## src/rtl/ee3w_pkg.sv

```systemverilog
package ee3w_pkg;
    typedef enum logic [2:0] {
        ST_IDLE,
        ST_OPC,
        ST_ADDR,
        ST_DATA,
        ST_READ,
        ST_HOLD,
        ST_STATUS
    } fsm_e;

    typedef enum logic [1:0] {
        AOP_NONE,
        AOP_ONE,
        AOP_ALL
    } aop_e;

    localparam logic [1:0] OPC_EXT   = 2'b00;
    localparam logic [1:0] OPC_WRITE = 2'b01;
    localparam logic [1:0] OPC_READ  = 2'b10;
    localparam logic [1:0] OPC_ERASE = 2'b11;

    localparam logic [1:0] SUB_WDIS  = 2'b00;
    localparam logic [1:0] SUB_WALL  = 2'b01;
    localparam logic [1:0] SUB_EALL  = 2'b10;
    localparam logic [1:0] SUB_WEN   = 2'b11;

    localparam int WORD_BITS = 16;
    localparam int LANE_BITS = 8;
endpackage

```

## src/rtl/ee3w_edge.sv

```systemverilog
module ee3w_edge (
    input  logic clk_i,
    input  logic rst_ni,
    input  logic sk_i,
    input  logic cs_i,
    output logic sk_rise_o,
    output logic cs_rise_o
);
    typedef struct packed {
        logic sk;
        logic cs;
    } hist_s;

    hist_s hist_d, hist_q;

    always_comb begin
        hist_d.sk = sk_i;
        hist_d.cs = cs_i;
    end

    always_ff @(posedge clk_i or negedge rst_ni) begin
        if (!rst_ni) hist_q <= '0;
        else         hist_q <= hist_d;
    end

    assign sk_rise_o = sk_i & ~hist_q.sk;
    assign cs_rise_o = cs_i & ~hist_q.cs;
endmodule

```

## src/rtl/ee3w_timer.sv

```systemverilog
module ee3w_timer #(
    parameter int PROG_CYCLES = 40
) (
    input  logic clk_i,
    input  logic rst_ni,
    input  logic start_i,
    output logic busy_o
);
    localparam int CW = $clog2(PROG_CYCLES + 1);
    localparam logic [CW-1:0] LOAD = CW'(PROG_CYCLES);

    logic [CW-1:0] cnt_d, cnt_q;

    always_comb begin
        cnt_d = cnt_q;
        if (start_i)             cnt_d = LOAD;
        else if (cnt_q != '0)    cnt_d = cnt_q - CW'(1);
    end

    always_ff @(posedge clk_i or negedge rst_ni) begin
        if (!rst_ni) cnt_q <= '0;
        else         cnt_q <= cnt_d;
    end

    assign busy_o = (cnt_q != '0);
endmodule

```

## src/rtl/ee3w_array.sv

```systemverilog
module ee3w_array
    import ee3w_pkg::*;
#(
    parameter int WORD_AW = 8,
    parameter int DW      = WORD_BITS
) (
    input  logic               clk_i,
    input  aop_e               op_kind_i,
    input  logic [WORD_AW-1:0] op_idx_i,
    input  logic [DW-1:0]      op_data_i,
    input  logic [DW/LANE_BITS-1:0] op_mask_i,
    input  logic [WORD_AW-1:0] rd_idx_i,
    output logic [DW-1:0]      rd_data_o
);
    localparam int DEPTH = 1 << WORD_AW;
    localparam int LANES = DW / LANE_BITS;

    logic [DW-1:0] mem [DEPTH];

    always_ff @(posedge clk_i) begin
        case (op_kind_i)
            AOP_ONE: begin
                for (int l = 0; l < LANES; l++) begin
                    if (op_mask_i[l])
                        mem[op_idx_i][l*LANE_BITS +: LANE_BITS] <= op_data_i[l*LANE_BITS +: LANE_BITS];
                end
            end
            AOP_ALL: begin
                for (int i = 0; i < DEPTH; i++) begin
                    for (int l = 0; l < LANES; l++) begin
                        if (op_mask_i[l])
                            mem[i][l*LANE_BITS +: LANE_BITS] <= op_data_i[l*LANE_BITS +: LANE_BITS];
                    end
                end
            end
            default: ;
        endcase
    end

    assign rd_data_o = mem[rd_idx_i];
endmodule

```

## src/rtl/ee3w_engine.sv

```systemverilog
module ee3w_engine
    import ee3w_pkg::*;
#(
    parameter int WORD_AW     = 8,
    parameter int PROG_CYCLES = 40
) (
    input  logic clk_i,
    input  logic rst_ni,
    input  logic cs_i,
    input  logic sk_i,
    input  logic di_i,
    input  logic org_i,
    output logic do_o,
    output logic do_oe_o
);
    localparam int DW      = WORD_BITS;
    localparam int LANES   = DW / LANE_BITS;
    localparam int BYTE_AW = WORD_AW + 1;
    localparam int CNT_W   = $clog2(DW + BYTE_AW + 1);

    typedef struct packed {
        fsm_e               st;
        logic [CNT_W-1:0]   cnt;
        logic [1:0]         opc;
        logic [BYTE_AW-1:0] addr;
        logic [DW-1:0]      sreg;
        logic               wen;
        logic               dout;
        logic               oe;
    } eng_s;

    eng_s d, q;

    logic sk_rise, cs_rise, busy, prog_start;
    aop_e aop_kind;
    logic [WORD_AW-1:0] aop_idx, rd_idx;
    logic [DW-1:0]      aop_data, rd_word;
    logic [LANES-1:0]   aop_mask;

    logic [BYTE_AW-1:0] addr_n;
    logic [DW-1:0]      sreg_n, rd_sel, data_n;
    logic [WORD_AW-1:0] widx_n, widx_q;
    logic [LANES-1:0]   lane_n, lane_q;
    logic [1:0]         sub;
    logic [CNT_W-1:0]   aw_last, dw_last;
    fsm_e               st_cur;

    ee3w_edge u_edge (
        .clk_i    (clk_i),
        .rst_ni   (rst_ni),
        .sk_i     (sk_i),
        .cs_i     (cs_i),
        .sk_rise_o(sk_rise),
        .cs_rise_o(cs_rise)
    );

    ee3w_timer #(.PROG_CYCLES(PROG_CYCLES)) u_timer (
        .clk_i  (clk_i),
        .rst_ni (rst_ni),
        .start_i(prog_start),
        .busy_o (busy)
    );

    ee3w_array #(.WORD_AW(WORD_AW), .DW(DW)) u_array (
        .clk_i    (clk_i),
        .op_kind_i(aop_kind),
        .op_idx_i (aop_idx),
        .op_data_i(aop_data),
        .op_mask_i(aop_mask),
        .rd_idx_i (rd_idx),
        .rd_data_o(rd_word)
    );

    always_comb begin
        addr_n  = {q.addr[BYTE_AW-2:0], di_i};
        sreg_n  = {q.sreg[DW-2:0], di_i};
        widx_n  = org_i ? addr_n[WORD_AW-1:0] : addr_n[BYTE_AW-1:1];
        widx_q  = org_i ? q.addr[WORD_AW-1:0] : q.addr[BYTE_AW-1:1];
        lane_n  = org_i ? {LANES{1'b1}} : (addr_n[0] ? 2'b10 : 2'b01);
        lane_q  = org_i ? {LANES{1'b1}} : (q.addr[0] ? 2'b10 : 2'b01);
        sub     = org_i ? addr_n[WORD_AW-1 -: 2] : addr_n[BYTE_AW-1 -: 2];
        aw_last = org_i ? CNT_W'(WORD_AW - 1) : CNT_W'(BYTE_AW - 1);
        dw_last = org_i ? CNT_W'(DW - 1) : CNT_W'(LANE_BITS - 1);
        rd_idx  = widx_n;
        if (org_i)          rd_sel = rd_word;
        else if (addr_n[0]) rd_sel = {rd_word[DW-1 -: LANE_BITS], {LANE_BITS{1'b0}}};
        else                rd_sel = {rd_word[LANE_BITS-1:0], {LANE_BITS{1'b0}}};
        data_n  = org_i ? sreg_n : {LANES{sreg_n[LANE_BITS-1:0]}};
    end

    always_comb begin
        d          = q;
        aop_kind   = AOP_NONE;
        aop_idx    = '0;
        aop_data   = '0;
        aop_mask   = '0;
        prog_start = 1'b0;

        if (!cs_i) begin
            d.st   = ST_IDLE;
            d.cnt  = '0;
            d.oe   = 1'b0;
            d.dout = 1'b0;
        end else begin
            case (q.st)
                ST_IDLE: begin
                    if (cs_rise && busy) begin
                        d.st   = ST_STATUS;
                        d.oe   = 1'b1;
                        d.dout = ~busy;
                    end else if (!busy && sk_rise && di_i) begin
                        d.st  = ST_OPC;
                        d.cnt = '0;
                    end
                end
                ST_STATUS: begin
                    d.oe   = 1'b1;
                    d.dout = ~busy;
                    if (!busy && sk_rise && di_i) begin
                        d.st   = ST_OPC;
                        d.cnt  = '0;
                        d.oe   = 1'b0;
                        d.dout = 1'b0;
                    end
                end
                ST_OPC: begin
                    if (sk_rise) begin
                        d.opc = {q.opc[0], di_i};
                        if (q.cnt == CNT_W'(1)) begin
                            d.st   = ST_ADDR;
                            d.cnt  = '0;
                            d.addr = '0;
                        end else begin
                            d.cnt = q.cnt + CNT_W'(1);
                        end
                    end
                end
                ST_ADDR: begin
                    if (sk_rise) begin
                        d.addr = addr_n;
                        if (q.cnt == aw_last) begin
                            d.cnt = '0;
                            d.st  = ST_HOLD;
                            case (q.opc)
                                OPC_READ: begin
                                    d.st   = ST_READ;
                                    d.oe   = 1'b1;
                                    d.dout = 1'b0;
                                    d.sreg = rd_sel;
                                end
                                OPC_ERASE: begin
                                    if (q.wen) begin
                                        aop_kind   = AOP_ONE;
                                        aop_idx    = widx_n;
                                        aop_data   = '1;
                                        aop_mask   = lane_n;
                                        prog_start = 1'b1;
                                    end
                                end
                                OPC_WRITE: begin
                                    d.st   = ST_DATA;
                                    d.sreg = '0;
                                end
                                default: begin
                                    case (sub)
                                        SUB_WEN:  d.wen = 1'b1;
                                        SUB_WDIS: d.wen = 1'b0;
                                        SUB_EALL: begin
                                            if (q.wen) begin
                                                aop_kind   = AOP_ALL;
                                                aop_data   = '1;
                                                aop_mask   = '1;
                                                prog_start = 1'b1;
                                            end
                                        end
                                        default: begin
                                            d.st   = ST_DATA;
                                            d.sreg = '0;
                                        end
                                    endcase
                                end
                            endcase
                        end else begin
                            d.cnt = q.cnt + CNT_W'(1);
                        end
                    end
                end
                ST_DATA: begin
                    if (sk_rise) begin
                        d.sreg = sreg_n;
                        if (q.cnt == dw_last) begin
                            d.st  = ST_HOLD;
                            d.cnt = '0;
                            if (q.wen) begin
                                aop_data   = data_n;
                                prog_start = 1'b1;
                                if (q.opc == OPC_WRITE) begin
                                    aop_kind = AOP_ONE;
                                    aop_idx  = widx_q;
                                    aop_mask = lane_q;
                                end else begin
                                    aop_kind = AOP_ALL;
                                    aop_mask = '1;
                                end
                            end
                        end else begin
                            d.cnt = q.cnt + CNT_W'(1);
                        end
                    end
                end
                ST_READ: begin
                    if (sk_rise) begin
                        d.dout = q.sreg[DW-1];
                        d.sreg = {q.sreg[DW-2:0], 1'b0};
                    end
                end
                ST_HOLD: ;
                default: d.st = ST_IDLE;
            endcase
        end
    end

    always_ff @(posedge clk_i or negedge rst_ni) begin
        if (!rst_ni) begin
            q    <= '0;
            q.st <= ST_IDLE;
        end else begin
            q <= d;
        end
    end

    assign st_cur  = q.st;
    assign do_o    = q.dout;
    assign do_oe_o = q.oe;
endmodule

```

## config.mk

```make
export PLATFORM = sky130hd
export DESIGN_NAME = ee3w_engine
export DESIGN_NICKNAME = d
export VERILOG_FILES = /design/src/rtl/ee3w_pkg.sv /design/src/rtl/ee3w_edge.sv /design/src/rtl/ee3w_timer.sv /design/src/rtl/ee3w_array.sv /design/src/rtl/ee3w_engine.sv
export SDC_FILE = /design/constraint.sdc
export NUM_CORES = 2
export LEC_CHECK = 0
export BUFFER_PORTS_ARGS = -buffer_cell sky130_fd_sc_hd__buf_2
export CAP_MARGIN = 20
export CORE_MARGIN = 4
export CORE_UTILIZATION = 45
export CTS_CLUSTER_DIAMETER = 200
export DETAILED_ROUTE_END_ITERATION = 8
export PLACE_DENSITY = 0.6
export REMOVE_ABC_BUFFERS = 1
export SKIP_LAST_GASP = 1
export SYNTH_ARGS = -nofsm -noshare
export SYNTH_HDL_FRONTEND = slang
export SYNTH_HIERARCHICAL = 1
export SYNTH_SLANG_ARGS = --single-unit
```

## constraint.sdc

```tcl
create_clock -name clk_i -period 15 [get_ports clk_i]
set_input_delay 0.75 -clock clk_i [delete_from_list [all_inputs] [get_ports clk_i]]
set_output_delay 0.75 -clock clk_i [all_outputs]
set_load 0.01 [all_outputs]
```

# Yosys cells after proc, flatten, opt, wreduce, memory -nomap -nowiden
# Memory sizes are Yosys's and may differ from the RTL's.
# Cells that the tools add are included.
# totals
ff_bits,46
latchBits,0
mem_bits_rw,4096
romBits,0
in_bits,6
output_inout_bits,2
wordCells,197
memories,1
# mem_list
memory,depth,width,read_ports,rd_clocked_by_memory_dff,wr,line_no,rtl
u_array.mem,256,16,1,0,256,ee3w_array.sv:18,logic [DW-1:0] mem [DEPTH];
# classes
addsub,2
multipliers,0
n_div,0
magnitude_cmp,0
n_eq_ne,38
n_shift,0
mux,115
n_bitwise,6
reduce_logical,24
# op_table
op,count
$mux W16,15
$mux W8,16
$pmux W16 S3,2
$pmux W16 S2,2
$mux W2,29
$mux W19,2
$mux W28,1
$ne A3 B3 Y1 const B,9
$pmux W5 S5,1
$mux W1,20
$mux W5,4
$pmux W3 S6,1
$pmux W9 S2,1
$ne A2 B2 Y1 const B,8
$pmux W2 S2,4
$pmux W8 S2,1
$reduce_or A16 Y1,1
$mux W3,5
$reduce_and A5 Y1,3
$mux W6,2
$reduce_and A6 Y1,2
$eq A2 B2 Y1 const B,5
$eq A5 B4 Y1,2
$eq A3 B3 Y1 const B,3
other kinds (31),46

# Longest topological paths before layout
# depth
depth_word,13
mapped_depth,20
mapped_depth_nobuf,12

# Hierarchy
# The synthesis kept the hierarchy.
# by_module_without_submodules
module,n_inst,cells_per_inst,area_each_um2
ee3w_array,1,7704,160353.8
ee3w_engine,1,353,2902.8
ee3w_timer,1,32,332.8
ee3w_edge,1,4,77.6

# Least setup slack after synthesis
# Ideal clock, no wire load.
# synth_path
path_type,input to register
startpoint,in org_i
endpoint,"mem u_array/mem[0][0] in the netlist's numbering, data pin"
arrival_ns,12.430
path_slack_ns,0.294
cell_stages,8
cell_sequence,buf_2 -> clkbuf_1 -> mux2_2 -> ha_1 -> nor3b_1 -> a21o_1 -> nand2_1 -> a21boi_0
# synth_rtl
item,line_no,rtl
start: declaration,ee3w_engine.sv:12,"input logic org_i,"
end: declaration,ee3w_array.sv:18,

# Worst setup path in the final report
# layout_path
startpoint,in org_i
endpoint,reg q[11] in the netlist's numbering
# layout_via
elab_chain_len,8
elab_cells_between_ends,18
classes_between,eq/ne (5); mux (9); reduce/logical (3); memory (1)
# layout_lines
item,line_no,rtl
$mux W8,ee3w_engine.sv:77,widx_n = org_i ? addr_n[WORD_AW-1:0] : addr_n[BYTE_AW-1:1];
net rd_idx[1],ee3w_engine.sv:36,"logic [WORD_AW-1:0] aop_idx, rd_idx;"
$mem_v2 Z256 W16,n/a,
net rd_word[0],ee3w_engine.sv:37,"logic [DW-1:0] aop_data, rd_word;"
$mux W16,ee3w_engine.sv:86,"else if (addr_n[0]) rd_sel = {rd_word[DW-1 -: LANE_BITS], {LANE_BITS{1'b0}}};"
$mux W16,ee3w_engine.sv:85,if (org_i) rd_sel = rd_word;
$pmux W16 S3,ee3w_engine.sv:144,case (q.opc)
$mux W19,ee3w_engine.sv:141,if (q.cnt == aw_last) begin
$mux W28,ee3w_engine.sv:139,if (sk_rise) begin
$pmux W16 S3,ee3w_engine.sv:105,case (q.st)
end: declaration,ee3w_engine.sv:32,"eng_s d, q;"
# The timed path passes the listed nets, and every way through them passes these cells. The select of a mux whose other input is x is not followed.
# A chain may end at the register's enable or synchronous reset.

==> qor.txt <==
DR WL/cell: 31.1 um
# DRC: 0
CTS tree: done
Final TNS setup: 0 ns
RSZ-0062 raised after global routing: no
Synth cell types: 75
clock skew: 0.0499 ns
root buffer selected by CTS: clkbuf_16
xor/xnor cell area share of the yosys netlist: 0.0107%
mapped cell area: 164,000 um^2
Yosys Warn Count: 6
GRT Util Overall: 22.6%
DR iter-0 viols: 10,981
vias per cell: 6.17
# rows: 221
Synth async-reset ratio: 1.11%
ratio of cells with drive above 1 in the final layout: 24.8%
final hold vios: 0
Initial Util: 45.2%
Area growth, synth to finish: 13.7%
cts repair resizes: 0
nets: 8,606
Area contributors post-synth: edfxtp_1, mux4_2, mux2i_1
Synth Area in Adders: 0.0535%
leading area contributor after synthesis: edfxtp_1
clock sink total: 4,142
minimum clock period: 6.94 ns
setup violators final: 0
largest net degree at the start of global routing: 257
Post-synth EDFFs: 4,096
total power: 0.0250 W
Port Buffers: 7
Tcrit/Tclk final: 46.2%
Static Leakage: 65.7 nW
crit-path max FO: 61
multiplexer share of the synthesized area: 15.6%
clk_lat worst skew: 0.96 ns
clk buf depth: 4
WP data arrival: 7.75 ns
CP Capture Type: flip-flop
die width: 611 um
worst vdd ir: 0.000114 V
dpl ws: 7.26 ns
gr ovfl total: 0
sequential-to-total area share from yosys stat: 75.9%
Yosys top cell area share: 75.2%
most common cell in the synthesized netlist: edfxtp_1
Pre-antenna DRT Iters: 6
antenna-violating nets left: 0
Slew Viols, Final: 0
WHS Path Cells: 1
compound-gate portion of the synthesized area: 4.64%
vias in the first global route: 84,289
total wire length: 428,000 um
Die Area: 373,000 um^2
Final Cell Area: 186,000 um^2
Max Freq: 144 MHz
initial antenna violation count: 37
Post-Synth Simple-Gate Area: 1.98%
Max Cap Viol: 0
status: finished clean
Yosys reg bits: 4,142
Hold Path Class: in2reg
power per cell area: 134 nW/um^2
gpl congestion: 0.861
worst setup margin: 8.06 ns
cts bufs inserted: 413
Synth Flop Type: edfxtp_1
Post-DP Area: 172,000 um^2
first-pass GRT wire length: 617,000 um
Post-DP HPWL: 250,000 um
Mapped Cells: 8,093
crit path kind: in2reg
Data required, critical path: 15.82 ns
max_slew headroom: 15.3%
R2R cell count: 14
DIE HEIGHT: 611 um
fillcell total: 28,550
Tightest Pin Transition: 1.27 ns
Setup crit start kind: input port
combinational family with the most area after synthesis: multiplexers
core area: 362,000 um^2
total number of vias: 84,807
Clock transition at path regs: 0.06 ns
syn avg cell area: 20.2 um^2
top cells by count, synth: edfxtp_1, mux4_2, mux2i_1, o21ai_0, clkbuf_1
H-tree depth: 5
# IOs: 8
## worst paths after layout
check                          start                to  slack [ns]
setup / recovery               org_i             q[11]        8.06
hold / removal                  cs_i  u_edge/hist_q[0]        0.24
setup reg to reg           addr_n[1]             q[11]        8.08
hold reg to reg                q[27]             q[27]        0.51
max in group asynchronous     rst_ni         addr_n[1]       14.12
min in group asynchronous     rst_ni             q[30]        0.37
## routing by layer
metal  GRT usage [%]  vias up  part of all wire (%)
li1                -    35076                     -
met5               0        -                0.0061
met2            36.0     4020                    48
met3            4.29      675                   8.7
met1            31.9    45032                    40
met4            6.94        4                   3.3
## stage by stage
stage / util, % / cells / hold WS (ns)
6_report: 51.4 / 13753 / 0.240
5_1_grt: 51.4 / 13736 / 0.198
4_1_cts: 51.3 / 13691 / 0.147
3_5_place_dp: 47.5 / 12930 / 0.494
3_3_place_gp: 47.3 / 12878 / 0.482
2_1_floorplan: - / 7523 / 0.452
## logic make-up (layout without fill, tap and decap cells)
kind of cell | count (synthesis) | in the layout
adder cells (fa/ha/maj) | 7 | 7
multiplexers | 1481 | 1481
AND/OR/NAND/NOR | 635 | 635
other | 0 | 22
flip-flops | 4142 | 4142
buffers and inverters | 586 | 1430
XOR/XNOR | 2 | 2
AO/OA/AOI/OAI | 1240 | 1240
## layout by cell type (no fill, tap or decap), types with 14 or more instances in the layout
master	instances
bufinv_16	57
nor3b_1	25
mux2_2	29
a22o_1	24
mux2i_1	592
o21ai_1	92
nand3_1	29
a22oi_1	42
diode_2	22
buf_12	19
edfxtp_1	4096
a211oi_1	28
nand4_1	37
clkbuf_1	70
nor2_1	101
a21oi_1	111
nor3_1	161
mux4_2	855
and2_1	14
nand2_1	124
buf_4	570
inv_1	14
dfrtp_1	46
a2111oi_0	16
or3_1	19
clkinv_1	83
nor2b_1	17
buf_2	37
nand3_2	15
o22ai_1	193
clkinvlp_4	15
clkinv_2	84
o221ai_1	153
nor4_1	39
o21ai_0	502
clkbuf_16	421
## sequential cells by signal, indices dropped and copies added (netlist names)
register	flops
addr_n	8
q	25
u_array/mem	4096
do_oe_o	1
u_edge/hist_q	2
st_cur	3
u_timer/cnt_q	6
do_o	1
## where the power goes
part	leakage [nW]	internal, W	total, W	switching, W
Combinational	14.3	0.000691	0.00193	0.00124
Sequential	44.6	0.0125	0.0126	0.0000303
Clock	6.72	0.00614	0.0105	0.00435
Total	65.7	0.0194	0.0250	0.00562
## what timing repair did
action                                 4_1_cts  5_1_grt
hold buffers                                 2        0
endpoints found under the hold margin       42        0
setup buffers                                0        0
## area by class of cell
type	instances	area (um^2)	area share, %
sequential	4142	124000	66.7
clock buffer	496	10900	5.84
clock inverter	263	2870	1.54
tap	4794	6000	3.22
multi-input combinational	3365	36800	19.8
inverter	16	70.1	0.0376
timing repair buffer	655	5270	2.83
antenna	22	55.1	0.0296
## worst max-delay path, cell delays in order
cell	delay, ns
buf_2	0.55
mux2_8	0.65
buf_4	0.60
buf_4	0.70
buf_4	0.85
buf_4	0.66
mux4_2	0.42
mux4_2	0.48
a22oi_1	0.39
o21ai_0	0.32
nor3_1	0.47
nor3b_1	0.25
mux2i_1	0.19
a2bb2oi_1	0.18
o21ai_1	0.07
Power figures use the tool's default switching activity.
